File: src/rtl/mbx_pkg.sv
package mbx_pkg;

    typedef enum logic [1:0] {
        ST_RESET = 2'd0,
        ST_RUN   = 2'd1,
        ST_HALT  = 2'd2,
        ST_SLEEP = 2'd3
    } cpu_state_e;

    // host-side map
    localparam int H_CTRL  = 0;
    localparam int H_RING  = 1;
    localparam int H_ACK   = 2;
    localparam int H_CMD   = 3;
    localparam int H_RSP   = 4;
    localparam int H_STATE = 5;
    localparam int H_SCR0  = 6;

    // cpu-side map
    localparam int C_STAT  = 0;
    localparam int C_ACK   = 1;
    localparam int C_RING  = 2;
    localparam int C_CMD   = 3;
    localparam int C_RSP   = 4;
    localparam int C_SCR0  = 5;

    // control bits
    localparam int CTRL_RST  = 0;
    localparam int CTRL_HALT = 1;
    localparam int CTRL_PD   = 2;
    localparam int CTRL_W    = 3;

endpackage

File: src/rtl/mbx_irq_link.sv
module mbx_irq_link (
    input  logic clk,
    input  logic rst_n,
    input  logic set_i,
    input  logic clr_i,
    output logic pend_o
);

    always_ff @(posedge clk or negedge rst_n) begin
        if (!rst_n)
            pend_o <= 1'b0;
        else if (set_i)
            pend_o <= 1'b1;
        else if (clr_i)
            pend_o <= 1'b0;
    end

    a_r2_set_takes: assert property (@(posedge clk) disable iff (!rst_n)
        set_i |=> pend_o);

    a_r3_clear_takes: assert property (@(posedge clk) disable iff (!rst_n)
        (clr_i && !set_i) |=> !pend_o);

    a_r5_set_wins: assert property (@(posedge clk) disable iff (!rst_n)
        (set_i && clr_i) |=> pend_o);

    a_r3_hold: assert property (@(posedge clk) disable iff (!rst_n)
        (!set_i && !clr_i) |=> $stable(pend_o));

endmodule

File: src/rtl/mbx_ctrl_fsm.sv
module mbx_ctrl_fsm
    import mbx_pkg::*;
(
    input  logic                clk,
    input  logic                rst_n,
    input  logic [CTRL_W-1:0]   ctrl_i,
    output cpu_state_e          state_o,
    output logic                cpu_rst_o,
    output logic                cpu_halt_o,
    output logic                cpu_pwrdn_o
);

    cpu_state_e state, next;
    logic rq_rst, rq_halt, rq_pd;

    assign rq_rst  = ctrl_i[CTRL_RST];
    assign rq_halt = ctrl_i[CTRL_HALT];
    assign rq_pd   = ctrl_i[CTRL_PD];

    always_ff @(posedge clk or negedge rst_n) begin
        if (!rst_n)
            state <= ST_RESET;
        else
            state <= next;
    end

    always_comb begin
        next = state;
        unique case (state)
            ST_RESET: begin
                if (!rq_rst)
                    next = rq_pd ? ST_SLEEP : (rq_halt ? ST_HALT : ST_RUN);
            end
            ST_RUN: begin
                if (rq_rst)       next = ST_RESET;
                else if (rq_pd)   next = ST_SLEEP;
                else if (rq_halt) next = ST_HALT;
            end
            ST_HALT: begin
                if (rq_rst)        next = ST_RESET;
                else if (rq_pd)    next = ST_SLEEP;
                else if (!rq_halt) next = ST_RUN;
            end
            ST_SLEEP: begin
                if (rq_rst)      next = ST_RESET;
                else if (!rq_pd) next = rq_halt ? ST_HALT : ST_RUN;
            end
            default: next = ST_RESET;
        endcase
    end

    always_comb begin
        cpu_rst_o   = 1'b0;
        cpu_halt_o  = 1'b0;
        cpu_pwrdn_o = 1'b0;
        unique case (state)
            ST_RESET: cpu_rst_o   = 1'b1;
            ST_HALT:  cpu_halt_o  = 1'b1;
            ST_SLEEP: cpu_pwrdn_o = 1'b1;
            default:  ;
        endcase
    end

    assign state_o = state;

    a_r6_reset_entry: assert property (@(posedge clk) disable iff (!rst_n)
        rq_rst |=> cpu_rst_o);

    a_r8_pd_over_halt: assert property (@(posedge clk) disable iff (!rst_n)
        (!rq_rst && rq_pd) |=> (cpu_pwrdn_o && !cpu_halt_o));

    a_r7_halt_entry: assert property (@(posedge clk) disable iff (!rst_n)
        (!rq_rst && !rq_pd && rq_halt) |=> cpu_halt_o);

    a_r6_release: assert property (@(posedge clk) disable iff (!rst_n)
        (!rq_rst && !rq_pd && !rq_halt) |=> (state == ST_RUN));

endmodule

File: src/rtl/mbx_host_regs.sv
module mbx_host_regs
    import mbx_pkg::*;
#(
    parameter int DW   = 8,
    parameter int NREG = 8,
    localparam int AW  = $clog2(NREG)
) (
    input  logic              clk,
    input  logic              rst_n,
    input  logic              we,
    input  logic [AW-1:0]     addr,
    input  logic [DW-1:0]     wdata,
    output logic [DW-1:0]     rdata,
    input  logic              h2c_pend_i,
    input  logic              c2h_pend_i,
    input  logic [DW-1:0]     rsp_i,
    input  cpu_state_e        state_i,
    output logic [CTRL_W-1:0] ctrl_o,
    output logic [DW-1:0]     cmd_o,
    output logic              ring_o,
    output logic              ack_o
);

    logic [DW-1:0] view [NREG];

    for (genvar g = 0; g < NREG; g++) begin : g_reg
        if (g == H_CTRL || g == H_CMD || g >= H_SCR0) begin : g_rw
            localparam logic [DW-1:0] RST = (g == H_CTRL) ? DW'(1 << CTRL_RST) : '0;
            localparam logic [DW-1:0] MSK = (g == H_CTRL) ? DW'((1 << CTRL_W) - 1) : '1;
            logic [DW-1:0] q;
            always_ff @(posedge clk or negedge rst_n) begin
                if (!rst_n)
                    q <= RST;
                else if (we && int'(addr) == g)
                    q <= wdata & MSK;
            end
            assign view[g] = q;
        end else if (g == H_RING) begin : g_ring
            assign view[g] = DW'(h2c_pend_i);
        end else if (g == H_ACK) begin : g_ack
            assign view[g] = DW'(c2h_pend_i);
        end else if (g == H_RSP) begin : g_rsp
            assign view[g] = rsp_i;
        end else begin : g_state
            assign view[g] = DW'(state_i);
        end
    end

    assign rdata  = view[addr];
    assign ctrl_o = view[H_CTRL][CTRL_W-1:0];
    assign cmd_o  = view[H_CMD];
    assign ring_o = we && int'(addr) == H_RING && wdata[0];
    assign ack_o  = we && int'(addr) == H_ACK  && wdata[0];

    a_r9_cmd_store: assert property (@(posedge clk) disable iff (!rst_n)
        (we && int'(addr) == H_CMD) |=> (cmd_o == $past(wdata)));

    a_r10_rsp_untouched: assert property (@(posedge clk) disable iff (!rst_n)
        (we && int'(addr) == H_RSP && $stable(rsp_i)) |-> (view[H_RSP] == rsp_i));

endmodule

File: src/rtl/mbx_cpu_regs.sv
module mbx_cpu_regs
    import mbx_pkg::*;
#(
    parameter int DW   = 8,
    parameter int NREG = 16,
    localparam int AW  = $clog2(NREG)
) (
    input  logic              clk,
    input  logic              rst_n,
    input  logic              we,
    input  logic [AW-1:0]     addr,
    input  logic [DW-1:0]     wdata,
    output logic [DW-1:0]     rdata,
    input  logic              h2c_pend_i,
    input  logic              c2h_pend_i,
    input  logic [DW-1:0]     cmd_i,
    input  logic [CTRL_W-1:0] ctrl_i,
    output logic [DW-1:0]     rsp_o,
    output logic              ring_o,
    output logic              ack_o
);

    logic [DW-1:0] view [NREG];

    for (genvar g = 0; g < NREG; g++) begin : g_reg
        if (g == C_RSP || g >= C_SCR0) begin : g_rw
            logic [DW-1:0] q;
            always_ff @(posedge clk or negedge rst_n) begin
                if (!rst_n)
                    q <= '0;
                else if (we && int'(addr) == g)
                    q <= wdata;
            end
            assign view[g] = q;
        end else if (g == C_STAT) begin : g_stat
            assign view[g] = DW'({ctrl_i[CTRL_PD], ctrl_i[CTRL_HALT]});
        end else if (g == C_ACK) begin : g_ack
            assign view[g] = DW'(h2c_pend_i);
        end else if (g == C_RING) begin : g_ring
            assign view[g] = DW'(c2h_pend_i);
        end else begin : g_cmd
            assign view[g] = cmd_i;
        end
    end

    assign rdata  = view[addr];
    assign rsp_o  = view[C_RSP];
    assign ring_o = we && int'(addr) == C_RING && wdata[0];
    assign ack_o  = we && int'(addr) == C_ACK  && wdata[0];

    a_r10_rsp_store: assert property (@(posedge clk) disable iff (!rst_n)
        (we && int'(addr) == C_RSP) |=> (rsp_o == $past(wdata)));

    a_r7_status_follows: assert property (@(posedge clk) disable iff (!rst_n)
        view[C_STAT][0] == ctrl_i[CTRL_HALT]);

endmodule

File: src/rtl/mbx_bank.sv
module mbx_bank
    import mbx_pkg::*;
#(
    parameter int DW     = 8,
    parameter int H_NREG = 8,
    parameter int C_NREG = 16,
    localparam int HAW   = $clog2(H_NREG),
    localparam int CAW   = $clog2(C_NREG)
) (
    input  logic           clk,
    input  logic           rst_n,
    input  logic           h_we,
    input  logic [HAW-1:0] h_addr,
    input  logic [DW-1:0]  h_wdata,
    output logic [DW-1:0]  h_rdata,
    input  logic           c_we,
    input  logic [CAW-1:0] c_addr,
    input  logic [DW-1:0]  c_wdata,
    output logic [DW-1:0]  c_rdata,
    output logic           h2c_irq_o,
    output logic           c2h_irq_o,
    output logic           cpu_rst_o,
    output logic           cpu_halt_o,
    output logic           cpu_pwrdn_o
);

    logic [CTRL_W-1:0] ctrl;
    logic [DW-1:0]     cmd, rsp;
    logic              h_ring, h_ack, c_ring, c_ack;
    logic              h2c_pend, c2h_pend;
    cpu_state_e        state;

    mbx_host_regs #(.DW(DW), .NREG(H_NREG)) u_host (
        .clk(clk), .rst_n(rst_n), .we(h_we), .addr(h_addr),
        .wdata(h_wdata), .rdata(h_rdata),
        .h2c_pend_i(h2c_pend), .c2h_pend_i(c2h_pend),
        .rsp_i(rsp), .state_i(state),
        .ctrl_o(ctrl), .cmd_o(cmd), .ring_o(h_ring), .ack_o(h_ack)
    );

    mbx_cpu_regs #(.DW(DW), .NREG(C_NREG)) u_cpu (
        .clk(clk), .rst_n(rst_n), .we(c_we), .addr(c_addr),
        .wdata(c_wdata), .rdata(c_rdata),
        .h2c_pend_i(h2c_pend), .c2h_pend_i(c2h_pend),
        .cmd_i(cmd), .ctrl_i(ctrl),
        .rsp_o(rsp), .ring_o(c_ring), .ack_o(c_ack)
    );

    mbx_irq_link u_h2c (
        .clk(clk), .rst_n(rst_n), .set_i(h_ring), .clr_i(c_ack), .pend_o(h2c_pend)
    );

    mbx_irq_link u_c2h (
        .clk(clk), .rst_n(rst_n), .set_i(c_ring), .clr_i(h_ack), .pend_o(c2h_pend)
    );

    mbx_ctrl_fsm u_fsm (
        .clk(clk), .rst_n(rst_n), .ctrl_i(ctrl), .state_o(state),
        .cpu_rst_o(cpu_rst_o), .cpu_halt_o(cpu_halt_o), .cpu_pwrdn_o(cpu_pwrdn_o)
    );

    assign h2c_irq_o = h2c_pend;
    assign c2h_irq_o = c2h_pend;

    a_r1_irq_quiet_after_reset: assert property (@(posedge clk) disable iff (!rst_n)
        $rose(h2c_irq_o) |-> $past(h_we));

endmodule

File: config.mk
export PLATFORM = sky130hd
export DESIGN_NAME = mbx_bank
export DESIGN_NICKNAME = d
export VERILOG_FILES = /design/src/rtl/mbx_pkg.sv /design/src/rtl/mbx_irq_link.sv /design/src/rtl/mbx_ctrl_fsm.sv /design/src/rtl/mbx_host_regs.sv /design/src/rtl/mbx_cpu_regs.sv /design/src/rtl/mbx_bank.sv
export SDC_FILE = /design/constraint.sdc
export NUM_CORES = 1
export LEC_CHECK = 0
export ABC_AREA = 0
export BUFFER_PORTS_ARGS = -buffer_cell sky130_fd_sc_hd__buf_2
export CAP_MARGIN = 20
export CORE_UTILIZATION = 35
export CTS_BUF_LIST = sky130_fd_sc_hd__clkbuf_8
export DETAILED_ROUTE_END_ITERATION = 12
export PLACE_DENSITY = 0.57
export SETUP_SLACK_MARGIN = 0.3
export SYNTH_ARGS = -nofsm -noshare
export SYNTH_HDL_FRONTEND = slang
export SYNTH_HIERARCHICAL = 1
export SYNTH_SLANG_ARGS = --single-unit
File: constraint.sdc
create_clock -name clk -period 2 [get_ports clk]
set_input_delay 0.4 -clock clk [delete_from_list [all_inputs] [get_ports clk]]
set_output_delay 0.4 -clock clk [all_outputs]
set_load 0.03 [all_outputs]
==> flow_summary_export.csv, run 1 <==
group,metric,value,unit
pwr,p_leak,3.28,nW
setup_path,crit_arrival,1.76,ns
timing,finalMaxSlewViolations,0,
cts,clk-insertion-delay-late,0.44,ns
timing,worstMarginPinSlew,0.453,ns
floorplanning,die_y,135,µm
setup_path,required,1.60,ns
routing,drt_pre_antenna_iters,4,
setup_path,path_delay_family,"multiplexers",
logic_synthesis,synth_nets,444,
global_route,grt_pass1_wl,23.2,mm
routing,viasPerCell,5.19,
timing,grt_setup_unrepaired,"true",
logic_synthesis,synth.yosys.seq_area_share,51.5,%
logic_synthesis,yosysUniqueCellTypes,47,
global_route,grt_antenna_before_repair,0,
layout,syn_to_final_growth,24.0,%
routing,ant_nets,0,
placed_design,dpl.hpwl,10.3,mm
layout,mostFrequentLayoutCells,"124 x dfrtp_1, 121 x mux2_2, 46 x buf_4, 27 x buf_2, 27 x mux4_2",
cts,htree_levels,4,
layout,diodes,0,
setup_path,crit_slowest_cell,"mux4_2",
cts,cts_sinks,127,
timing,fin_ws,-0.164,ns
layout,nets,537,
setup_path,endpoint_kind,"output pin",
setup_path,cp_num_buf_inv,1,
floorplanning,initial_core_util,35.8,%
floorplanning,die_w,135,µm
floorplanning,die_area,18200,µm²
layout,final_common_cell,"dfrtp_1",
timing,holdWs,0.221,ns
floorplanning,num_rows,48,
cts,clk_pin_slew,0.07,ns
outcome,violations,"setup timing",
global_route,track_usage,17.0,%
routing,post_drt_wl_per_cell,18.9,µm
layout,drive_above_1_share,62.5,%
setup_path,critical-path-max-stage-delay,0.49,ns
logic_synthesis,netlist_area,6170,µm²
logic_synthesis,ys_seq_elements,127,
job,drv_cap,0,
floorplanning,num_io_pins,48,
routing,routed-via-count,3882,
logic_synthesis,syn-instance-count,417,
cts,cts_tree,"done",
global_route,grt_max_degree,44,
timing,slew_headroom,69.8,%
pwr,ir_drop,0.000455,V
logic_synthesis,yosysWarnings,6,
logic_synthesis,synth_top_flop_cell,"dfrtp_1",
timing,hold_viol,0,
logic_synthesis,synth_edf_count,0,
cts,cts-root-buf,"clkbuf_8",
hold_path,hold_path.class,"in2reg",
timing,period_minus_slack,2.16,ns
global_route,grt-ovfl-total,0,
routing,routed_wl,14.2,mm
timing,setup_viol_count_final,10,
cts,cts_max_path_buffers,2,
timing,max_freq,462,MHz
routing,drt_iter0_markers,172,
timing,finalClockSkew,0.00510,ns
timing,fin_crit_sh,108,%
cts,cts_buffers,17,
pwr,powerDensity,996,nW/µm²
floorplanning,core-area,17200,µm²
logic_synthesis,async_flop_share,100,%
setup_path,crit_fanout,3,
pwr,power,7.61,mW
setup_path,start_kind,"flop",
placed_design,port-buffer-count,47,
routing,drc_errors,0,
setup_path,path_class,"reg2out",
placed_design,gp_congestion,0.778,
global_route,grt_pass1_vias,4152,
setup_path,path_cells,"mux4_2, mux2_4, buf_6",
logic_synthesis,syn_area_per_cell,14.8,µm²
outcome,status,"finished, violations left",
==> stage by stage <==
stage	setup TNS, ns	utilization (%)	instance area, µm²	cells	setup WS, ns
4_1_cts	-1.44	44.0	7590	746	-0.202
3_3_place_gp	-1.31	40.4	6960	703	-0.224
3_5_place_dp	-1.35	40.4	6960	703	-0.215
5_1_grt	-1.78	44.4	7650	748	-0.221
2_1_floorplan	0	-	6220	417	0.0719
6_report	-1.11	44.4	7650	748	-0.164
==> synth_stat cells, types with 3 or more instances <==
library cell    n  area, µm²
a21oi_1         8       40.0
inv_1           3       11.3
buf_2           7       35.0
nand2b_1        3       18.8
nor2_2          9       56.3
clkbuf_1       10       37.5
nand2_1        15       56.3
buf_6           6       67.6
nand3_1        10       50.1
dfrtp_1       126       3150
nor3_4          3       48.8
o211ai_1        5       37.5
mux4_1         10        263
a31oi_1         6       37.5
mux4_2         18        405
mux2i_1         7       70.1
nor2_1          8       30.0
o22ai_1         6       37.5
mux2_2        122       1370
==> flip-flops by register name (all words and copies together), names as in the netlist <==
| register | cells |
|---|---|
| u_cpu/rsp_o | 8 |
| u_c2h/pend_o | 1 |
| u_host/cmd_o | 8 |
| u_h2c/pend_o | 1 |
| u_host/g.g_rw.q | 19 |
| u_fsm/state_o | 2 |
| u_cpu/g.g_rw.q | 88 |
==> routing by layer <==
| layer | wire (µm) | GRT usage [%] | vias up | share of wire [%] |
|---|---|---|---|---|
| met5 | 0 | 0 | - | 0 |
| met2 | 6960 | 27.4 | 63 | 49 |
| met1 | 6550 | 22.4 | 2057 | 46 |
| met3 | 431 | 3.72 | 15 | 3.0 |
| met4 | 233 | 6.74 | 0 | 1.6 |
| li1 | - | - | 1747 | - |
==> layout make-up <==
cell class / count / area (µm²)
clock buffers: 18 / 248
clock inverters: 14 / 151
fillers: 1555 / 9590
inverters: 4 / 15.0
multi-input cells: 260 / 2920
flip-flops and latches: 127 / 3180
well taps: 225 / 282
repair buffers: 100 / 853
==> final timing paths <==
path / start / end / slack [ns] / depth (start not counted)
worst max-delay path: u_host/cmd_o[0]$_DFFE_PN0P_ / h_rdata[0] / -0.16 / 3
min in group asynchronous: rst_n / u_host/g_reg[7].g_rw.q[4]$_DFFE_PN0P_ / 0.44 / 2
worst max register to register: u_host/g_reg[0].g_rw.q[2]$_DFFE_PN0P_ / u_host/g_reg[0].g_rw.q[2]$_DFFE_PN0P_ / 0.96 / 3
worst min register to register: u_cpu/g_reg[7].g_rw.q[5]$_DFFE_PN0P_ / u_cpu/g_reg[7].g_rw.q[5]$_DFFE_PN0P_ / 0.49 / 1
max in group asynchronous: rst_n / u_h2c/pend_o$_DFFE_PN0P_ / 0.91 / 3
worst min-delay path: h_wdata[4] / u_host/cmd_o[4]$_DFFE_PN0P_ / 0.22 / 2
==> what timing repair did <==
action | CTS | global route
cloned | 0 | 1
gates resized for setup | 53 | 18
pin swaps | 7 | 3
hold endpoints to repair | 27 | 0
setup buffers | 10 | 1
endpoints found under the setup margin | 16 | 18
hold buffers | 1 | 0
==> where the power goes <==
part	leakage [nW]	internal, mW	switching [mW]
registers	1.55	3.17	0.371
clock network	0.216	1.24	0.987
logic	1.52	1.07	0.780
==> logic make-up (layout without fill, tap and decap cells) <==
| family | after synthesis | in the layout | synth area share (%) |
|---|---|---|---|
| muxes | 159 | 159 | 34.6 |
| AOI/OAI and AO/OA | 33 | 33 | 3.47 |
| and+or+nand+nor | 68 | 68 | 7.57 |
| buffers and inverters | 30 | 136 | 2.82 |
| DFF | 127 | 127 | 51.5 |
Note: power is estimated with default switching activity, not from simulation.
==> run 2: changes to the inputs <==
--- a/config.mk
+++ b/config.mk
@@ -8,11 +8,10 @@
 export ABC_AREA = 0
 export BUFFER_PORTS_ARGS = -buffer_cell sky130_fd_sc_hd__buf_2
 export CAP_MARGIN = 20
-export CORE_UTILIZATION = 35
+export CORE_UTILIZATION = 37
 export CTS_BUF_LIST = sky130_fd_sc_hd__clkbuf_8
 export DETAILED_ROUTE_END_ITERATION = 12
-export PLACE_DENSITY = 0.57
-export SETUP_SLACK_MARGIN = 0.3
+export PLACE_DENSITY = 0.6
 export SYNTH_ARGS = -nofsm -noshare
 export SYNTH_HDL_FRONTEND = slang
 export SYNTH_HIERARCHICAL = 1
==> run 2 against run 1 <==
Against the previous run: critical path depth grew 1; the run still ends with setup timing left; global-route usage increased by 0.78 points; largest power group unchanged; register-to-register slack better by 0.04 ns; via count rose by 0.49%; count of clock-buffer cells in the layout grew 1; highest routed layer unchanged; total power fell by 0.61%; non-clock buffer count increased by 6; die area decreased by 5.3%.
==> flow_summary_export.csv, run 2 (synthesized netlist as in run 1, its figures left out) <==
group,metric,value,unit
layout,syn_to_final_growth,25.4,%
cts,clk_pin_slew,0.08,ns
setup_path,crit_arrival,1.75,ns
routing,viasPerCell,5.24,
layout,diodes,0,
routing,drc_errors,0,
routing,drt_iter0_markers,220,
timing,holdWs,0.215,ns
placed_design,gp_congestion,0.810,
pwr,p_leak,3.32,nW
floorplanning,initial_core_util,38.4,%
placed_design,dpl.hpwl,10.2,mm
cts,cts_max_path_buffers,2,
placed_design,place_inst,698,
layout,nets,543,
setup_path,crit_fanout,2,
placed_design,dpl_cell_area,7080,µm²
setup_path,crit_slowest_cell,"mux4_2",
global_route,track_usage,17.8,%
layout,final_common_cell,"dfrtp_1",
floorplanning,num_rows,46,
global_route,grt_pass1_wl,23.6,mm
setup_path,required,1.60,ns
cts,cts_buffers,17,
setup_path,critPathLaunch,"u_cpu/g_reg[12].g_rw.q[1]$_DFFE_PN0P_",
cts,cts-root-buf,"clkbuf_8",
layout,layout.cells.non_filler,744,
setup_path,critical-path-max-stage-delay,0.46,ns
setup_path,path_class,"reg2out",
global_route,grt-ovfl-total,0,
setup_path,worstSetupEndpoint,"c_rdata[1]",
cts,htree_levels,4,
global_route,grt_antenna_before_repair,0,
layout,drive_above_1_share,61.2,%
floorplanning,die_area,17200,µm²
timing,grt_setup_unrepaired,"true",
pwr,powerDensity,978,nW/µm²
routing,routed-via-count,3901,
layout,regMostFlops,"u_cpu/g.g_rw.q",
floorplanning,core-area,16100,µm²
routing,routed_wl,14.0,mm
timing,fin_crit_sh,107,%
outcome,violations,"setup timing",
timing,slew_headroom,71.2,%
floorplanning,die_w,131,µm
cts,cts_tree,"done",
placed_design,pre_cts_ws,-0.233,ns
outcome,status,"finished, violations left",
timing,max_freq,466,MHz
hold_path,hold_path.class,"in2reg",
routing,post_drt_wl_per_cell,18.8,µm
setup_path,rr_startpoint,"u_cpu/rsp_o[2]$_DFFE_PN0P_",
layout,largest_register_ffs,88,
layout,top_regs,"u_cpu/g.g_rw.q: 88 flops, u_host/g.g_rw.q: 19 flops",
global_route,grt_pass1_vias,4348,
timing,period_minus_slack,2.15,ns
layout,mostFrequentLayoutCells,"125 x dfrtp_1, 121 x mux2_2, 41 x buf_4, 34 x buf_2, 24 x mux4_2",
timing,hold_viol,0,
setup_path,reg2reg_depth,3,
job,drv_cap,0,
timing,finalClockSkew,0.000168,ns
timing,worstMarginPinSlew,0.426,ns
floorplanning,die_y,131,µm
cts,cts_sinks,127,
setup_path,path_cells,"mux4_2, mux2i_1, a211oi_2, buf_4",
setup_path,start_kind,"flop",
placed_design,port-buffer-count,47,
floorplanning,num_io_pins,48,
timing,fin_ws,-0.148,ns
routing,drt_pre_antenna_iters,4,
routing,ant_nets,0,
setup_path,r2r_end,"u_cpu/rsp_o[2]$_DFFE_PN0P_",
global_route,grt_max_degree,44,
timing,finalMaxSlewViolations,0,
layout,design_area,7730,µm²
timing,setup_viol_count_final,10,
pwr,ir_drop,0.000447,V
cts,clk-insertion-delay-late,0.43,ns
setup_path,endpoint_kind,"output pin",
pwr,power,7.57,mW
setup_path,r2r_slack,1.00,ns
==> run 2: timing repair <==
item / 4_1_cts / 5_1_grt
endpoints found under the setup margin: 10 / 16
gates resized for setup: 40 / 14
hold buffers: 1 / 0
endpoints found under the hold margin: 11 / 0
buffers inserted: 13 / 1
pin swaps: 7 / 4
==> run 2: how the worst min path moves through the flow <==
stage / startpoint / end / slack, ns / depth (start not counted)
floorplan: rst_n / u_c2h/pend_o$_DFFE_PN0P_ / 0.10 / 0
global placement: rst_n / u_cpu/rsp_o[4]$_DFFE_PN0P_ / 0.29 / 1
detailed placement: rst_n / u_cpu/rsp_o[4]$_DFFE_PN0P_ / 0.29 / 1
CTS: h_wdata[7] / u_host/cmd_o[7]$_DFFE_PN0P_ / 0.18 / 2
global route: h_wdata[7] / u_host/g_reg[6].g_rw.q[7]$_DFFE_PN0P_ / 0.18 / 2
finish: h_wdata[7] / u_host/cmd_o[7]$_DFFE_PN0P_ / 0.22 / 2
==> run 2: per-layer routing <==
layer  up-vias  share of wire [%]  global-route usage (%)  wire length, µm
li1       1763                  -                       -                -
met1      2052                 45                    23.1             6280
met3        11                3.6                    4.51              496
met5         -                  0                       0                0
met4         0               0.74                    5.16              103
met2        75                 51                    29.3             7080
==> run 2: where the power goes <==
group	leakage, nW	internal, mW	switching, mW
combinational	1.58	1.05	0.774
clock	0.191	1.17	1.06
sequential	1.55	3.16	0.341
==> run 2: critical path: cells and delay by family, from the launching register on <==
family	cells	cell delay, ns
compound gates	1	0.09
buf+inv	1	0.17
flops	1	0.40
mux	2	0.63
==> run 2: per-stage QoR <==
stage / TNS, ns / utilization, %
floorplan: 0 / -
global placement: -1.48 / 44.1
detailed placement: -1.53 / 44.1
CTS: -1.45 / 47.8
global route: -1.90 / 48.2
finish: -1.07 / 48.2
==> run 2: layout make-up <==
cell class | count | area, µm²
clock buffers | 19 | 262
clock inverters | 12 | 135
well taps | 216 | 270
fillers | 1438 | 8320
inverters | 4 | 15.0
multi-input cells | 260 | 2890
flip-flops and latches | 127 | 3180
repair buffers | 106 | 983
